### src/rtl/exc_entry_pkg.sv
// Package: shared constants and types for the exception entry controller.
// Assumes a fixed eight-code cause space; widths derive from it.
package exc_entry_pkg;

    localparam int CAUSE_W = 3;
    localparam int NCAUSE  = 1 << CAUSE_W;
    localparam int IE_W    = 3;

    // Bit positions inside the enable register.
    localparam int IE_GLB = 0;
    localparam int IE_EXC = 1;
    localparam int IE_BRK = 2;

    typedef enum logic [CAUSE_W-1:0] {
        CS_RESET  = 3'd0,
        CS_BRKPT  = 3'd1,
        CS_IBUS   = 3'd2,
        CS_WATCH  = 3'd3,
        CS_DBUS   = 3'd4,
        CS_DIVZ   = 3'd5,
        CS_IRQ    = 3'd6,
        CS_SCALL  = 3'd7
    } cause_e;

    typedef enum logic [1:0] {
        EK_RESET = 2'd0,
        EK_NORM  = 2'd1,
        EK_DEBUG = 2'd2,
        EK_SKIP  = 2'd3
    } entry_kind_e;

    typedef struct packed {
        logic        take;
        entry_kind_e kind;
        cause_e      cause;
    } entry_dec_t;

    // Priority order, highest first.
    localparam logic [CAUSE_W-1:0] PRIO_ORDER [NCAUSE] =
        '{3'd0, 3'd1, 3'd3, 3'd2, 3'd4, 3'd5, 3'd7, 3'd6};

endpackage

### src/rtl/exc_prio_sel.sv
// Module: exc_prio_sel
// Picks the winning cause among pending requests and classifies the entry
// path. Assumes pend_vec bit 6 is a placeholder: interrupt pending is built
// here from the request line gated by the global enable.
module exc_prio_sel
    import exc_entry_pkg::*;
(
    input  logic [NCAUSE-1:0] pend_vec,
    input  logic              irq_req,
    input  logic              glb_ie,
    input  logic              sc_bypass,
    output entry_dec_t        dec
);

    localparam logic [NCAUSE-1:0] IRQ_MASK = NCAUSE'(1) << CS_IRQ;

    logic [NCAUSE-1:0] eff_pend;
    logic              hit;
    logic [CAUSE_W-1:0] win;

    // Build effective pending set with interrupt gating.
    always_comb begin
        eff_pend = (pend_vec & ~IRQ_MASK)
                 | ((irq_req && glb_ie) ? IRQ_MASK : '0);
    end

    // Scan from lowest to highest priority so the highest one sticks.
    always_comb begin
        hit = 1'b0;
        win = '0;
        for (int k = NCAUSE - 1; k >= 0; k--) begin
            if (eff_pend[PRIO_ORDER[k]]) begin
                hit = 1'b1;
                win = PRIO_ORDER[k];
            end
        end
    end

    // Classify the winner into an entry path.
    always_comb begin
        dec.take  = hit;
        dec.cause = cause_e'(win);
        unique case (cause_e'(win))
            CS_RESET:           dec.kind = EK_RESET;
            CS_BRKPT, CS_WATCH: dec.kind = EK_DEBUG;
            CS_SCALL:           dec.kind = sc_bypass ? EK_SKIP : EK_NORM;
            default:            dec.kind = EK_NORM;
        endcase
    end

endmodule

### src/rtl/exc_vec_gen.sv
// Module: exc_vec_gen
// Forms the new program counter for the selected entry. Assumes vector
// bases are aligned to the cause-slot field; their low bits are discarded.
module exc_vec_gen
    import exc_entry_pkg::*;
#(
    parameter int XLEN       = 32,
    parameter int SLOT_SHIFT = 5,
    parameter int STEP_BYTES = 4
) (
    input  entry_dec_t        dec,
    input  logic              dbg_remap,
    input  logic [XLEN-1:0]   cur_pc,
    input  logic [XLEN-1:0]   base_norm,
    input  logic [XLEN-1:0]   base_dbg,
    output logic [XLEN-1:0]   next_pc
);

    localparam int             ALIGN_BITS = SLOT_SHIFT + CAUSE_W;
    localparam logic [XLEN-1:0] LOW_MASK  = (XLEN'(1) << ALIGN_BITS) - 1;

    logic [XLEN-1:0] sel_base;
    logic [XLEN-1:0] slot_off;

    // Choose the base: debug path always uses debug base, others follow remap.
    always_comb begin
        if (dec.kind == EK_DEBUG || dbg_remap) sel_base = base_dbg & ~LOW_MASK;
        else                                   sel_base = base_norm & ~LOW_MASK;
    end

    // Slot offset is cause times slot size; reset lands on slot zero.
    always_comb begin
        slot_off = XLEN'(dec.cause) << SLOT_SHIFT;
    end

    // Final address: bypass steps over the call, otherwise base plus slot.
    always_comb begin
        if (dec.kind == EK_SKIP) next_pc = cur_pc + XLEN'(STEP_BYTES);
        else                     next_pc = sel_base | slot_off;
    end

endmodule

### src/rtl/exc_link_regs.sv
// Module: exc_link_regs
// Holds the two return-address registers and the enable register, and
// applies entry side effects. Assumes one entry at most per cycle; an entry
// overrides a same-cycle software write of the enable register.
module exc_link_regs
    import exc_entry_pkg::*;
#(
    parameter int XLEN = 32
) (
    input  logic             clk,
    input  logic             rst_n,
    input  entry_dec_t       dec,
    input  logic [XLEN-1:0]  cur_pc,
    input  logic             ie_wr_en,
    input  logic [IE_W-1:0]  ie_wr_data,
    output logic [XLEN-1:0]  ea_q,
    output logic [XLEN-1:0]  ba_q,
    output logic [IE_W-1:0]  ie_q
);

    logic [IE_W-1:0] ie_d;

    // Capture return address on normal entry.
    always_ff @(posedge clk) begin
        if (!rst_n)                           ea_q <= '0;
        else if (dec.take && dec.kind == EK_NORM) ea_q <= cur_pc;
    end

    // Capture return address on debug entry.
    always_ff @(posedge clk) begin
        if (!rst_n)                            ba_q <= '0;
        else if (dec.take && dec.kind == EK_DEBUG) ba_q <= cur_pc;
    end

    // Next enable value: entry side effects first, then software write.
    always_comb begin
        ie_d = ie_q;
        if (dec.take) begin
            unique case (dec.kind)
                EK_RESET: ie_d = '0;
                EK_NORM: begin
                    ie_d[IE_EXC] = ie_q[IE_GLB];
                    ie_d[IE_GLB] = 1'b0;
                end
                EK_DEBUG: begin
                    ie_d[IE_BRK] = ie_q[IE_GLB];
                    ie_d[IE_GLB] = 1'b0;
                end
                default: ie_d = ie_q;
            endcase
        end else if (ie_wr_en) begin
            ie_d = ie_wr_data;
        end
    end

    // Enable register storage.
    always_ff @(posedge clk) begin
        if (!rst_n) ie_q <= '0;
        else        ie_q <= ie_d;
    end

endmodule

### src/rtl/exc_entry_ctrl.sv
// Module: exc_entry_ctrl (top)
// Exception and interrupt entry for a 32-bit core: selects a cause, updates
// link and enable registers, and issues a registered one-cycle redirect.
// Assumes the caller holds a request only as long as it should be taken;
// every cycle with a selected cause produces one entry.
module exc_entry_ctrl
    import exc_entry_pkg::*;
#(
    parameter int XLEN       = 32,
    parameter int SLOT_SHIFT = 5,
    parameter int STEP_BYTES = 4
) (
    input  logic               clk,
    input  logic               rst_n,
    input  logic [NCAUSE-1:0]  pend_vec,
    input  logic               irq_req,
    input  logic               sc_bypass,
    input  logic               dbg_remap,
    input  logic [XLEN-1:0]    cur_pc,
    input  logic [XLEN-1:0]    base_norm,
    input  logic [XLEN-1:0]    base_dbg,
    input  logic               ie_wr_en,
    input  logic [IE_W-1:0]    ie_wr_data,
    output logic               redirect_vld,
    output logic [XLEN-1:0]    redirect_pc,
    output logic [CAUSE_W-1:0] redirect_cause,
    output logic [XLEN-1:0]    ea_q,
    output logic [XLEN-1:0]    ba_q,
    output logic [IE_W-1:0]    ie_q
);

    entry_dec_t      dec;
    logic [XLEN-1:0] next_pc;

    exc_prio_sel u_sel (
        .pend_vec  (pend_vec),
        .irq_req   (irq_req),
        .glb_ie    (ie_q[IE_GLB]),
        .sc_bypass (sc_bypass),
        .dec       (dec)
    );

    exc_vec_gen #(
        .XLEN       (XLEN),
        .SLOT_SHIFT (SLOT_SHIFT),
        .STEP_BYTES (STEP_BYTES)
    ) u_vec (
        .dec       (dec),
        .dbg_remap (dbg_remap),
        .cur_pc    (cur_pc),
        .base_norm (base_norm),
        .base_dbg  (base_dbg),
        .next_pc   (next_pc)
    );

    exc_link_regs #(
        .XLEN (XLEN)
    ) u_regs (
        .clk        (clk),
        .rst_n      (rst_n),
        .dec        (dec),
        .cur_pc     (cur_pc),
        .ie_wr_en   (ie_wr_en),
        .ie_wr_data (ie_wr_data),
        .ea_q       (ea_q),
        .ba_q       (ba_q),
        .ie_q       (ie_q)
    );

    // Redirect pulse: set for the cycle after a selection.
    always_ff @(posedge clk) begin
        if (!rst_n) redirect_vld <= 1'b0;
        else        redirect_vld <= dec.take;
    end

    // Redirect payload, loaded only when an entry is taken.
    always_ff @(posedge clk) begin
        if (!rst_n) begin
            redirect_pc    <= '0;
            redirect_cause <= '0;
        end else if (dec.take) begin
            redirect_pc    <= next_pc;
            redirect_cause <= dec.cause;
        end
    end

endmodule

### config.mk
export PLATFORM = sky130hd
export DESIGN_NAME = exc_entry_ctrl
export DESIGN_NICKNAME = d
export VERILOG_FILES = /design/src/rtl/exc_entry_pkg.sv /design/src/rtl/exc_prio_sel.sv /design/src/rtl/exc_vec_gen.sv /design/src/rtl/exc_link_regs.sv /design/src/rtl/exc_entry_ctrl.sv
export SDC_FILE = /design/constraint.sdc
export NUM_CORES = 1
export LEC_CHECK = 0
export BUFFER_PORTS_ARGS = -buffer_cell sky130_fd_sc_hd__buf_4
export CAP_MARGIN = 25
export CORE_MARGIN = 2
export CORE_UTILIZATION = 47
export DETAILED_ROUTE_END_ITERATION = 7
export GPL_TIMING_DRIVEN = 1
export PLACE_DENSITY = 0.92
export SYNTH_ARGS = -nofsm -noshare
export SYNTH_HDL_FRONTEND = slang
export SYNTH_SLANG_ARGS = --single-unit
### constraint.sdc
create_clock -name clk -period 2.4 [get_ports clk]
set_input_delay 0 -clock clk [delete_from_list [all_inputs] [get_ports clk]]
set_output_delay 0 -clock clk [all_outputs]
set_load 0.01 [all_outputs]
# [Word level (Yosys, flattened, before mapping)]
# Index checks and enable logic that the tools add are counted.
[word_totals] output_inout_bits=103 register_bits=103
[op_classes] bitwise=2 eq_ne=9 n_reduce_logical=12 mux=26 n_addsub=1
[ops] op="32-bit two-way mux" count=2
[ops] op="32-bit by 3-bit adder with 32-bit output, second input constant" count=1
[ops] op="32-bit by 8-bit bitwise OR with 32-bit output" count=1
[ops] op="3-bit two-way mux" count=10
[ops] op="1-bit two-way mux" count=9
[ops] op="8-bit bitwise OR" count=1
[ops] op="7-bit two-way mux" count=1
[ops] op="3-bit by 1-bit != test with 1-bit output, second input constant" count=2
[ops] op="2-bit case mux with 3 select lines" count=1
[ops] op="2-bit AND reduction" count=3
[ops] op="2-bit == test, second input constant" count=2
[ops] op="1-bit case mux with 2 select lines" count=2
[ops] op="3-bit by 1-bit == test with 1-bit output, second input constant" count=1
[ops] op="3-bit by 2-bit == test with 1-bit output, second input constant" count=1
[ops] op="3-bit == test, second input constant" count=1
[ops] op="1-bit logical AND" count=3
[ops] op="3-bit zero test" count=1
[ops] op="3-bit OR reduction" count=1
[ops] op="2-bit by 1-bit == test with 1-bit output, second input constant" count=1
[ops] op="2-bit zero test" count=1
[ops] op="2-bit two-way mux" count=1
[ops] op="2-bit != test, second input constant" count=1
[ops] op="2-bit nonzero test" count=1
[ops] op="2-bit OR reduction" count=1
[ops] op="1-bit logical OR" count=1

# [Logic depth before layout (Yosys ltp)]
# Gate-level depths: netlist of the first run.
[logic_depth] depth_word=19 ltp_mapped=8

# [By module]
# From an unflattened synthesis of the first run, not the netlist that was laid out.
[hier_totals] cells_unflattened=620 hier_area_um2=5353.9
[by_module_without_submodules] module="exc_link_regs" area_per_inst_um2=2548.7 cells_each=302 n_inst=1
[by_module_without_submodules] module="exc_entry_ctrl" area_per_inst_um2=1378.8 cells_each=114 n_inst=1
[by_module_without_submodules] module="exc_vec_gen" area_per_inst_um2=1330.0 cells_each=187 n_inst=1
[by_module_without_submodules] module="exc_prio_sel" area_per_inst_um2=96.3 cells_each=17 n_inst=1

# [Worst setup path before layout of the first run]
# No wires, ideal clock.
[synth_timing] path_type="flip-flop to flip-flop" startpoint="register u_regs.ie_q[0]" endpoint="register redirect_pc[21]" arrival_ns=1.655 setup_ns=0.117 n_path_buf=0 path_stages_with_launch=6 slack_ns=0.628 period_less_slack_ns=1.772 path_cell_list="dfxtp_1 > a2111oi_0 > nand2_1 > nand2_1 > inv_1 > a32o_1"
[synth_via] elab_chain_cells=19 elab_cells_between_ends=31
[synth_lines] element="start: declaration" line="exc_link_regs.sv:18" source="output logic [IE_W-1:0] ie_q"
[synth_lines] element="start signal: assignment" line="exc_link_regs.sv:59" source="else ie_q <= ie_d;"
[synth_lines] element="1-bit logical AND *" line="exc_prio_sel.sv:24" source="| ((irq_req && glb_ie) ? IRQ_MASK : '0);"
[synth_lines] element="7-bit two-way mux *" line="exc_prio_sel.sv:24"
[synth_lines] element="8-bit bitwise OR *" line="exc_prio_sel.sv:24"
[synth_lines] element="3-bit two-way mux (8 in a row)" line="exc_prio_sel.sv:32" source="if (eff_pend[PRIO_ORDER[k]]) begin"
[synth_lines] element="3-bit by 1-bit == test with 1-bit output or 3-bit by 2-bit == test with 1-bit output (tied branches)" line="exc_prio_sel.sv:43" source="unique case (cause_e'(win))"
[synth_lines] element="2-bit OR reduction" line="exc_prio_sel.sv:43"
[synth_lines] element="2-bit case mux with 3 select lines" line="exc_prio_sel.sv:43"
[synth_lines] element="2-bit == test" line="exc_vec_gen.sv:27" source="if (dec.kind == EK_DEBUG || dbg_remap) sel_base = base_dbg & ~LOW_MASK;"
[synth_lines] element="1-bit logical OR" line="exc_vec_gen.sv:27"
[synth_lines] element="32-bit two-way mux" line="exc_vec_gen.sv:27"
[synth_lines] element="32-bit by 8-bit bitwise OR with 32-bit output" line="exc_vec_gen.sv:39" source="else next_pc = sel_base | slot_off;"
[synth_lines] element="32-bit two-way mux" line="exc_vec_gen.sv:38" source="if (dec.kind == EK_SKIP) next_pc = cur_pc + XLEN'(STEP_BYTES);"
[synth_lines] element="end signal: assignment" line="exc_entry_ctrl.sv:82" source="redirect_pc <= next_pc;"
[synth_lines] element="end: declaration" line="exc_entry_ctrl.sv:25" source="output logic [XLEN-1:0] redirect_pc,"
# Every way passes the cells marked *; elsewhere a longest branch is shown, timed or not.
# A chain may end at the register's enable or synchronous reset.

# [Final worst setup path of the first run]
[layout_timing] startpoint="input port pend_vec[0]" endpoint="register redirect_pc[21]"
[layout_via] elab_chain_cells=10 elab_cells_between_ends=15
[layout_lines] element="start: declaration" line="exc_entry_ctrl.sv:15" source="input logic [NCAUSE-1:0] pend_vec,"
[layout_lines] element="8-bit bitwise OR *" line="exc_prio_sel.sv:24"
[layout_lines] element="3-bit two-way mux" line="exc_prio_sel.sv:32"
[layout_lines] element="3-bit by 1-bit == test with 1-bit output or 3-bit by 2-bit == test with 1-bit output (tied branches)" line="exc_prio_sel.sv:43"
[layout_lines] element="2-bit OR reduction" line="exc_prio_sel.sv:43"
[layout_lines] element="2-bit case mux with 3 select lines" line="exc_prio_sel.sv:43"
[layout_lines] element="2-bit == test" line="exc_vec_gen.sv:27"
[layout_lines] element="1-bit logical OR" line="exc_vec_gen.sv:27"
[layout_lines] element="32-bit two-way mux" line="exc_vec_gen.sv:27"
[layout_lines] element="32-bit by 8-bit bitwise OR with 32-bit output" line="exc_vec_gen.sv:39"
[layout_lines] element="32-bit two-way mux" line="exc_vec_gen.sv:38"
# Marked as above.

==> flow_summary.rst, run 1 <==
.. list-table::
   :header-rows: 1

   * - Metric
     - Value
   * - CTS max path bufs
     - 2
   * - Number of filler cells placed in the layout
     - 738
   * - Post-route minimum period
     - 2260 ps
   * - Number of antenna diodes
     - 0
   * - Data arrival time at the worst-slack endpoint
     - 2580 ps
   * - Setup-violating endpoint count in the final report
     - 0
   * - Routed wire length
     - 17,100 microns
   * - Syn avg cell area
     - 8.69 sq um
   * - Total vias in the final route
     - 5,275
   * - Floorplan die height
     - 106 microns
   * - Number of flops mapped to enable cells by yosys
     - 0
   * - M2 GR Usage
     - 52.9%
   * - Maximum fanout count along the critical path
     - 13
   * - Final core utilization
     - 70.6%
   * - Most common cell in the synthesized netlist
     - sky130_fd_sc_hd__nand2_1
   * - Standard-cell rows
     - 37
   * - Initial antenna violation count
     - 0
   * - Share of cells above drive strength 1
     - 31.0%
   * - Detailed-router iteration count before antenna repair
     - 7
   * - Die Area
     - 11,100 sq um
   * - Netlist area before placement
     - 4850 sq um
   * - Final sum of negative setup slack
     - 0 ps
   * - Buffer cell driving the clock tree root
     - sky130_fd_sc_hd__clkbuf_8
   * - Worst-skew pair later-pin latency
     - 370 ps
   * - Initial core utilization
     - 47.6%
   * - I/O pin cnt
     - 216
   * - Number of nets in the finished design
     - 906
   * - Initial drt markers
     - 371
   * - Endpoint type of the worst setup path
     - register
   * - DRC viols
     - 0
   * - Pin count of the biggest net entering global routing
     - 68
   * - Max-slew headroom at the worst pin
     - 44.2%
   * - Commonest cells post-synth
     - sky130_fd_sc_hd__nand2_1 (108), sky130_fd_sc_hd__dfxtp_1 (103), sky130_fd_sc_hd__mux2i_1 (44)
   * - Most area-consuming cells after synthesis
     - sky130_fd_sc_hd__dfxtp_1 (43%), sky130_fd_sc_hd__mux2i_1 (9.1%), sky130_fd_sc_hd__nand2_1 (8.4%), sky130_fd_sc_hd__a21boi_0 (5.3%), sky130_fd_sc_hd__nor2b_1 (5.0%)
   * - Max-cap violations
     - 0
   * - Vias in the first global route
     - 5,330
   * - Number of buffers created by CTS
     - 9
   * - Hold/Removal Path Class
     - input port to register
   * - Synth Net Count
     - 672
   * - Peak clock frequency supported by timing
     - 442 MHz
   * - Register clock-pin slew on the reported worst setup and hold paths
     - 100 ps
   * - P_leak
     - 3.03 nW
   * - Status
     - finished clean
   * - Post-DR wirelength/cell
     - 18.4 microns
   * - Standard cell core area
     - 10,200 sq um
   * - Skew final
     - 7.22 ps
   * - Worst EP required
     - 2720 ps
   * - Antenna viol nets, final
     - 0
   * - Period Utilization, post-route
     - 94.3%
   * - I/O Buffers
     - 198
   * - Yosys top cell area share
     - 42.5%
   * - Sink Count
     - 103
   * - Leading area contributor after synthesis
     - sky130_fd_sc_hd__dfxtp_1
   * - Combined global-route utilization of all metal layers
     - 30.2%
   * - Detailed-route vias per instance
     - 5.65
   * - Die width
     - 106 microns
   * - H-Tree Depth
     - 3
   * - Hold Path Cell Cnt
     - 4
   * - Busiest grt layer
     - met2
   * - Number of distinct standard cells referenced by the synthesized netlist
     - 50
   * - Global routing met3 resource utilization
     - 6.56%
   * - Sequential area share after synthesis
     - 42.5%
   * - Fraction of met1 tracks used by global routing
     - 34.8%
   * - Maximum resistive drop on vdd
     - 283 uV
   * - Unrepaired setup endpoints after global routing
     - no
   * - Critical path launch point type
     - input port
   * - GP Congestion
     - 0.865
   * - Power after layout
     - 3.72 mW
   * - Flip-flop cell with the highest count after synthesis
     - sky130_fd_sc_hd__dfxtp_1
   * - Share of flip-flops with an asynchronous set or reset after synthesis
     - 0%
   * - Slew of the pin with the lowest slew margin
     - 835 ps
   * - Total half-perimeter wirelength after legalization and detailed placement
     - 11,800 microns
   * - Total congestion overflow
     - 0
   * - Yosys reg bits
     - 103
   * - Crit Path Class
     - input port to register
   * - Pins Over Slew Limit
     - 0
   * - Power per unit of standard cell area
     - 518 nW/um^2
   * - Final count of hold timing violations
     - 0
   * - Warnings, synthesis
     - 0
   * - Wire length of the first global-routing pass
     - 26,800 microns
   * - FF-to-FF path depth
     - 8
   * - Synthesized instance count
     - 558
   * - TritonCTS clock tree
     - built
   * - Area growth syn-to-layout
     - 48.2%
[registers in the layout, indices dropped and copies added, names as in the netlist]
name and count:
u_regs.ea_q 32, redirect_pc 32, u_regs.ie_q 3, redirect_vld 1
u_regs.ba_q 32, redirect_cause 3
[path summary, 6_finish.rpt]
path / from / to / slack [ps]
worst max-delay path: pend_vec[0] / redirect_pc[21]$_SDFFE_PN0N_ / 140
worst min-delay path: base_dbg[12] / redirect_pc[12]$_SDFFE_PN0N_ / 20
worst max register to register: u_regs.ie_q[0]$_SDFFE_PN0P_ / redirect_pc[30]$_SDFFE_PN0N_ / 140
worst min register to register: u_regs.ba_q[17]$_SDFFE_PN0P_ / u_regs.ba_q[17]$_SDFFE_PN0P_ / 470
[final cells by class]
class                   instances  area, sq um  area share, %
multi-input cells             412         2650           36.8
repair buffers                260         2080           28.9
flip-flops and latches        103         2060           28.7
well taps                     136          170           2.37
clock buffers                  12          155           2.16
clock inverters                 4         53.8          0.749
inverters                       6         22.5          0.313
[stage by stage]
step / std cells / instance area [sq um] / hold slack (ps) / setup slack, ps
detailed placement: 873 / 6530 / 295 / 231
floorplan: 558 / 4850 / 145 / 628
global route: 933 / 7190 / 7.22 / 33.4
finish: 933 / 7190 / 17.8 / 137
CTS: 933 / 7180 / 4.82 / 92.8
global placement: 873 / 6530 / 278 / 358
[repair_timing]
item	CTS	global route
endpoints found under the hold margin	74	0
hold buffers	44	0
endpoints found under the setup margin	0	1
resized for setup	0	3
setup buffers	0	0
[layer usage]
layer  part of all wire, %  vias to the layer above
li1                      -                     2440
met1                    38                     2499
met2                    50                      279
met3                   7.8                       57
met4                   3.7                        0
met5                     0                        -
[power breakdown]
part	leakage (nW)	switching, mW	internal [mW]
Combinational	2.09	0.356	0.381
Sequential	0.844	0.0471	1.79
Clock	0.0988	0.603	0.542
Total	3.03	1.01	2.71
[cells by family (layout without fill, tap and decap cells)]
| kind of cell | Yosys count | in the layout | share of synthesized area, % |
|---|---|---|---|
| buffers and inverters | 43 | 282 | 3.64 |
| flip-flops | 103 | 103 | 42.5 |
| AO/OA/AOI/OAI | 125 | 125 | 18.3 |
| adder cells (fa/ha/maj) | 1 | 1 | 0.258 |
| multiplexers | 46 | 46 | 9.55 |
| XOR/XNOR | 18 | 18 | 3.25 |
| AND/OR/NAND/NOR | 222 | 222 | 22.5 |
[cell usage in the layout, fill, tap and decap left out, types with 6 or more instances in the layout]
cell / count
sky130_fd_sc_hd__o21ai_0: 27
sky130_fd_sc_hd__dfxtp_1: 103
sky130_fd_sc_hd__xnor2_1: 7
sky130_fd_sc_hd__nand2_1: 108
sky130_fd_sc_hd__nor2_1: 15
sky130_fd_sc_hd__a32o_1: 6
sky130_fd_sc_hd__buf_4: 214
sky130_fd_sc_hd__nand4_1: 9
sky130_fd_sc_hd__nand3_1: 17
sky130_fd_sc_hd__a21boi_0: 34
sky130_fd_sc_hd__nor2b_1: 39
sky130_fd_sc_hd__a221oi_1: 9
sky130_fd_sc_hd__a22oi_1: 6
sky130_fd_sc_hd__a21oi_1: 9
sky130_fd_sc_hd__xor2_1: 11
sky130_fd_sc_hd__clkbuf_8: 11
sky130_fd_sc_hd__and4_1: 7
sky130_fd_sc_hd__inv_1: 6
sky130_fd_sc_hd__a31oi_1: 9
sky130_fd_sc_hd__dlygate4sd3_1: 44
sky130_fd_sc_hd__mux2i_1: 44
[worst max-delay path, stage by stage]
cell and delay (ps):
sky130_fd_sc_hd__dlygate4sd3_1 540, sky130_fd_sc_hd__buf_4 160, sky130_fd_sc_hd__or4_1 510, sky130_fd_sc_hd__a211o_1 500
sky130_fd_sc_hd__nand3_1 150, sky130_fd_sc_hd__dlygate4sd3_1 560, sky130_fd_sc_hd__a32o_1 150
(Power assumes the default switching activity.)
==> run 2, diff against run 1 <==
--- a/config.mk
+++ b/config.mk
@@ -12,6 +12,7 @@
 export DETAILED_ROUTE_END_ITERATION = 7
 export GPL_TIMING_DRIVEN = 1
 export PLACE_DENSITY = 0.92
+export RECOVER_POWER = 50
 export SYNTH_ARGS = -nofsm -noshare
 export SYNTH_HDL_FRONTEND = slang
 export SYNTH_SLANG_ARGS = --single-unit
==> run 2 against run 1 <==
Combinational power fell by 8.5%. Register-to-register slack about the same. Global-route usage unchanged. Sequential power hardly changed. Highest routed layer unchanged. Clock power is essentially flat. Sequential share of layout area up 1.6 points. Fmax shrank 0.41%. Non-clock buffer count unchanged. First-iteration DRC count rose by 0.27%. Final cell count unchanged. Total power decreased by 1.6%. Critical path depth unchanged.
==> flow_summary.rst, run 2 (synthesis results as in run 1) <==
.. list-table::
   :header-rows: 1

   * - Metric
     - Value
   * - Buffer cell driving the clock tree root
     - sky130_fd_sc_hd__clkbuf_8
   * - Period Utilization, post-route
     - 94.7%
   * - Skew final
     - 7.70 ps
   * - TritonCTS clock tree
     - built
   * - H-Tree Depth
     - 3
   * - Power after layout
     - 3.66 mW
   * - Multi-input logic area
     - 2650 sq um
   * - Number of antenna diodes
     - 0
   * - Initial antenna violation count
     - 0
   * - Status
     - finished clean
   * - Highest-delay cell along the critical path
     - sky130_fd_sc_hd__dlygate4sd3_1
   * - Worst EP required
     - 2720 ps
   * - Largest regs
     - redirect_pc: 32 flops, u_regs.ba_q: 32 flops, u_regs.ea_q: 32 flops
   * - Max-cap violations
     - 0
   * - Combined global-route utilization of all metal layers
     - 30.2%
   * - Die width
     - 106 microns
   * - Worst hold slack
     - 6.39 ps
   * - Critical path cell sequence
     - dlygate4sd3_1 > buf_4 > or4_1 > a211o_1 > nand3_1 > dlygate4sd3_1 > a32o_1
   * - DRC viols
     - 0
   * - Detailed-router iteration count before antenna repair
     - 5
   * - Area growth syn-to-layout
     - 40.2%
   * - Number of filler cells placed in the layout
     - 874
   * - Crit Path Class
     - input port to register
   * - Critical path launch point type
     - input port
   * - Final sum of negative setup slack
     - 0 ps
   * - Initial drt markers
     - 372
   * - Number of buffer and inverter stages on the critical path
     - 3
   * - Endpoint type of the worst setup path
     - register
   * - Register clock-pin slew on the reported worst setup and hold paths
     - 100 ps
   * - Initial core utilization
     - 47.6%
   * - Vias in the first global route
     - 5,330
   * - GP Congestion
     - 0.865
   * - Maximum fanout count along the critical path
     - 13
   * - Routed wire length
     - 17,200 microns
   * - Floorplan die height
     - 106 microns
   * - Slew of the pin with the lowest slew margin
     - 831 ps
   * - Most used cells in the layout excluding fill and tap cells
     - sky130_fd_sc_hd__buf_4 (111), sky130_fd_sc_hd__nand2_1 (108), sky130_fd_sc_hd__clkbuf_1 (104), sky130_fd_sc_hd__dfxtp_1 (103)
   * - Max-slew headroom at the worst pin
     - 44.5%
   * - CTS max path bufs
     - 2
   * - Final core utilization
     - 66.8%
   * - Setup-violating endpoint count in the final report
     - 0
   * - Top cell family by delay on the critical path
     - buffers and inverters
   * - Sink Count
     - 103
   * - Cell repeated most along the worst path
     - sky130_fd_sc_hd__dlygate4sd3_1
   * - Die Area
     - 11,100 sq um
   * - Maximum resistive drop on vdd
     - 280 uV
   * - Total congestion overflow
     - 0
   * - I/O Buffers
     - 198
   * - Hold/Removal Path Class
     - input port to register
   * - Post-DR wirelength/cell
     - 18.4 microns
   * - Post-route minimum period
     - 2270 ps
   * - Number of nets in the finished design
     - 906
   * - Data arrival time at the worst-slack endpoint
     - 2590 ps
   * - Pin count of the biggest net entering global routing
     - 68
   * - Slowest Stage Delay on Critical Path
     - 560 ps
   * - Worst-skew pair later-pin latency
     - 360 ps
   * - Peak clock frequency supported by timing
     - 440 MHz
   * - Buffer count from post-CTS setup fixing
     - 0
   * - Number of buffers created by CTS
     - 9
   * - Total vias in the final route
     - 5,244
   * - Pins Over Slew Limit
     - 0
   * - Total half-perimeter wirelength after legalization and detailed placement
     - 11,800 microns
   * - Power per unit of standard cell area
     - 538 nW/um^2
   * - Antenna viol nets, final
     - 0
   * - Wire length of the first global-routing pass
     - 26,800 microns
   * - Detailed-route vias per instance
     - 5.62
   * - Final count of hold timing violations
     - 0
   * - P_leak
     - 2.60 nW
   * - Area of all sequential standard cells
     - 2060 sq um
   * - Standard cell core area
     - 10,200 sq um
   * - Most frequent standard cell in the layout excluding fill and tap cells
     - sky130_fd_sc_hd__buf_4
   * - Standard-cell rows
     - 37
   * - Share of cells above drive strength 1
     - 18.1%
   * - Unrepaired setup endpoints after global routing
     - no
   * - I/O pin cnt
     - 216
-- run 2: cell count changes in the layout (fill, tap and decap cells not counted) --
cell	previous run	this run
sky130_fd_sc_hd__buf_4	214	111
sky130_fd_sc_hd__clkbuf_1	1	104
-- run 2: worst min-delay path, cell delays in order --
cell and delay [ps]:
sky130_fd_sc_hd__buf_4 110, sky130_fd_sc_hd__nand2_1 50, sky130_fd_sc_hd__a32o_1 150, sky130_fd_sc_hd__nor2_1 40
-- run 2: through the flow --
step           worst slack, ps  area [sq um]  std cells
3_3_place_gp               358          6530        873
2_1_floorplan              628          4850        558
6_report                   128          6800        933
3_5_place_dp               231          6530        873
4_1_cts                   92.8          7180        933
5_1_grt                   28.3          6800        933
-- run 2: final timing paths --
path | cells after the start | end | start | slack, ps
worst max-delay path | 7 | redirect_pc[21]$_SDFFE_PN0N_ | pend_vec[0] | 130
worst min-delay path | 4 | redirect_pc[12]$_SDFFE_PN0N_ | base_dbg[12] | 6
worst max register to register | 8 | redirect_pc[30]$_SDFFE_PN0N_ | u_regs.ie_q[0]$_SDFFE_PN0P_ | 140
worst min register to register | 2 | u_regs.ba_q[17]$_SDFFE_PN0P_ | u_regs.ba_q[17]$_SDFFE_PN0P_ | 470
-- run 2: per-layer routing --
layer | vias to the layer above | routed length, microns | track usage (%)
li1 | 2436 | - | -
met1 | 2484 | 6580 | 34.8
met2 | 275 | 8640 | 52.9
met3 | 49 | 1340 | 6.56
met4 | 0 | 620 | 14.8
met5 | - | 0 | 0
-- run 2: cell type report --
cell class | instances | share of cell area (%)
Sequential cell | 103 | 30.3
Inverter | 6 | 0.331
Tap cell | 136 | 2.50
Clock buffer | 12 | 2.28
Multi-Input combinational cell | 412 | 38.9
Timing Repair Buffer | 260 | 24.9
Clock inverter | 4 | 0.791
-- run 2: timing repair --
| action | in CTS | in global routing |
|---|---|---|
| setup endpoints to repair | 0 | 1 |
| gates resized for setup | 0 | 3 |
| endpoints found under the hold margin | 74 | 0 |
| hold buffers | 44 | 0 |
-- run 2: where the power goes --
group | switching [mW] | internal [mW]
combinational | 0.356 | 0.317
sequential | 0.0453 | 1.79
clock | 0.608 | 0.542
total | 1.01 | 2.65
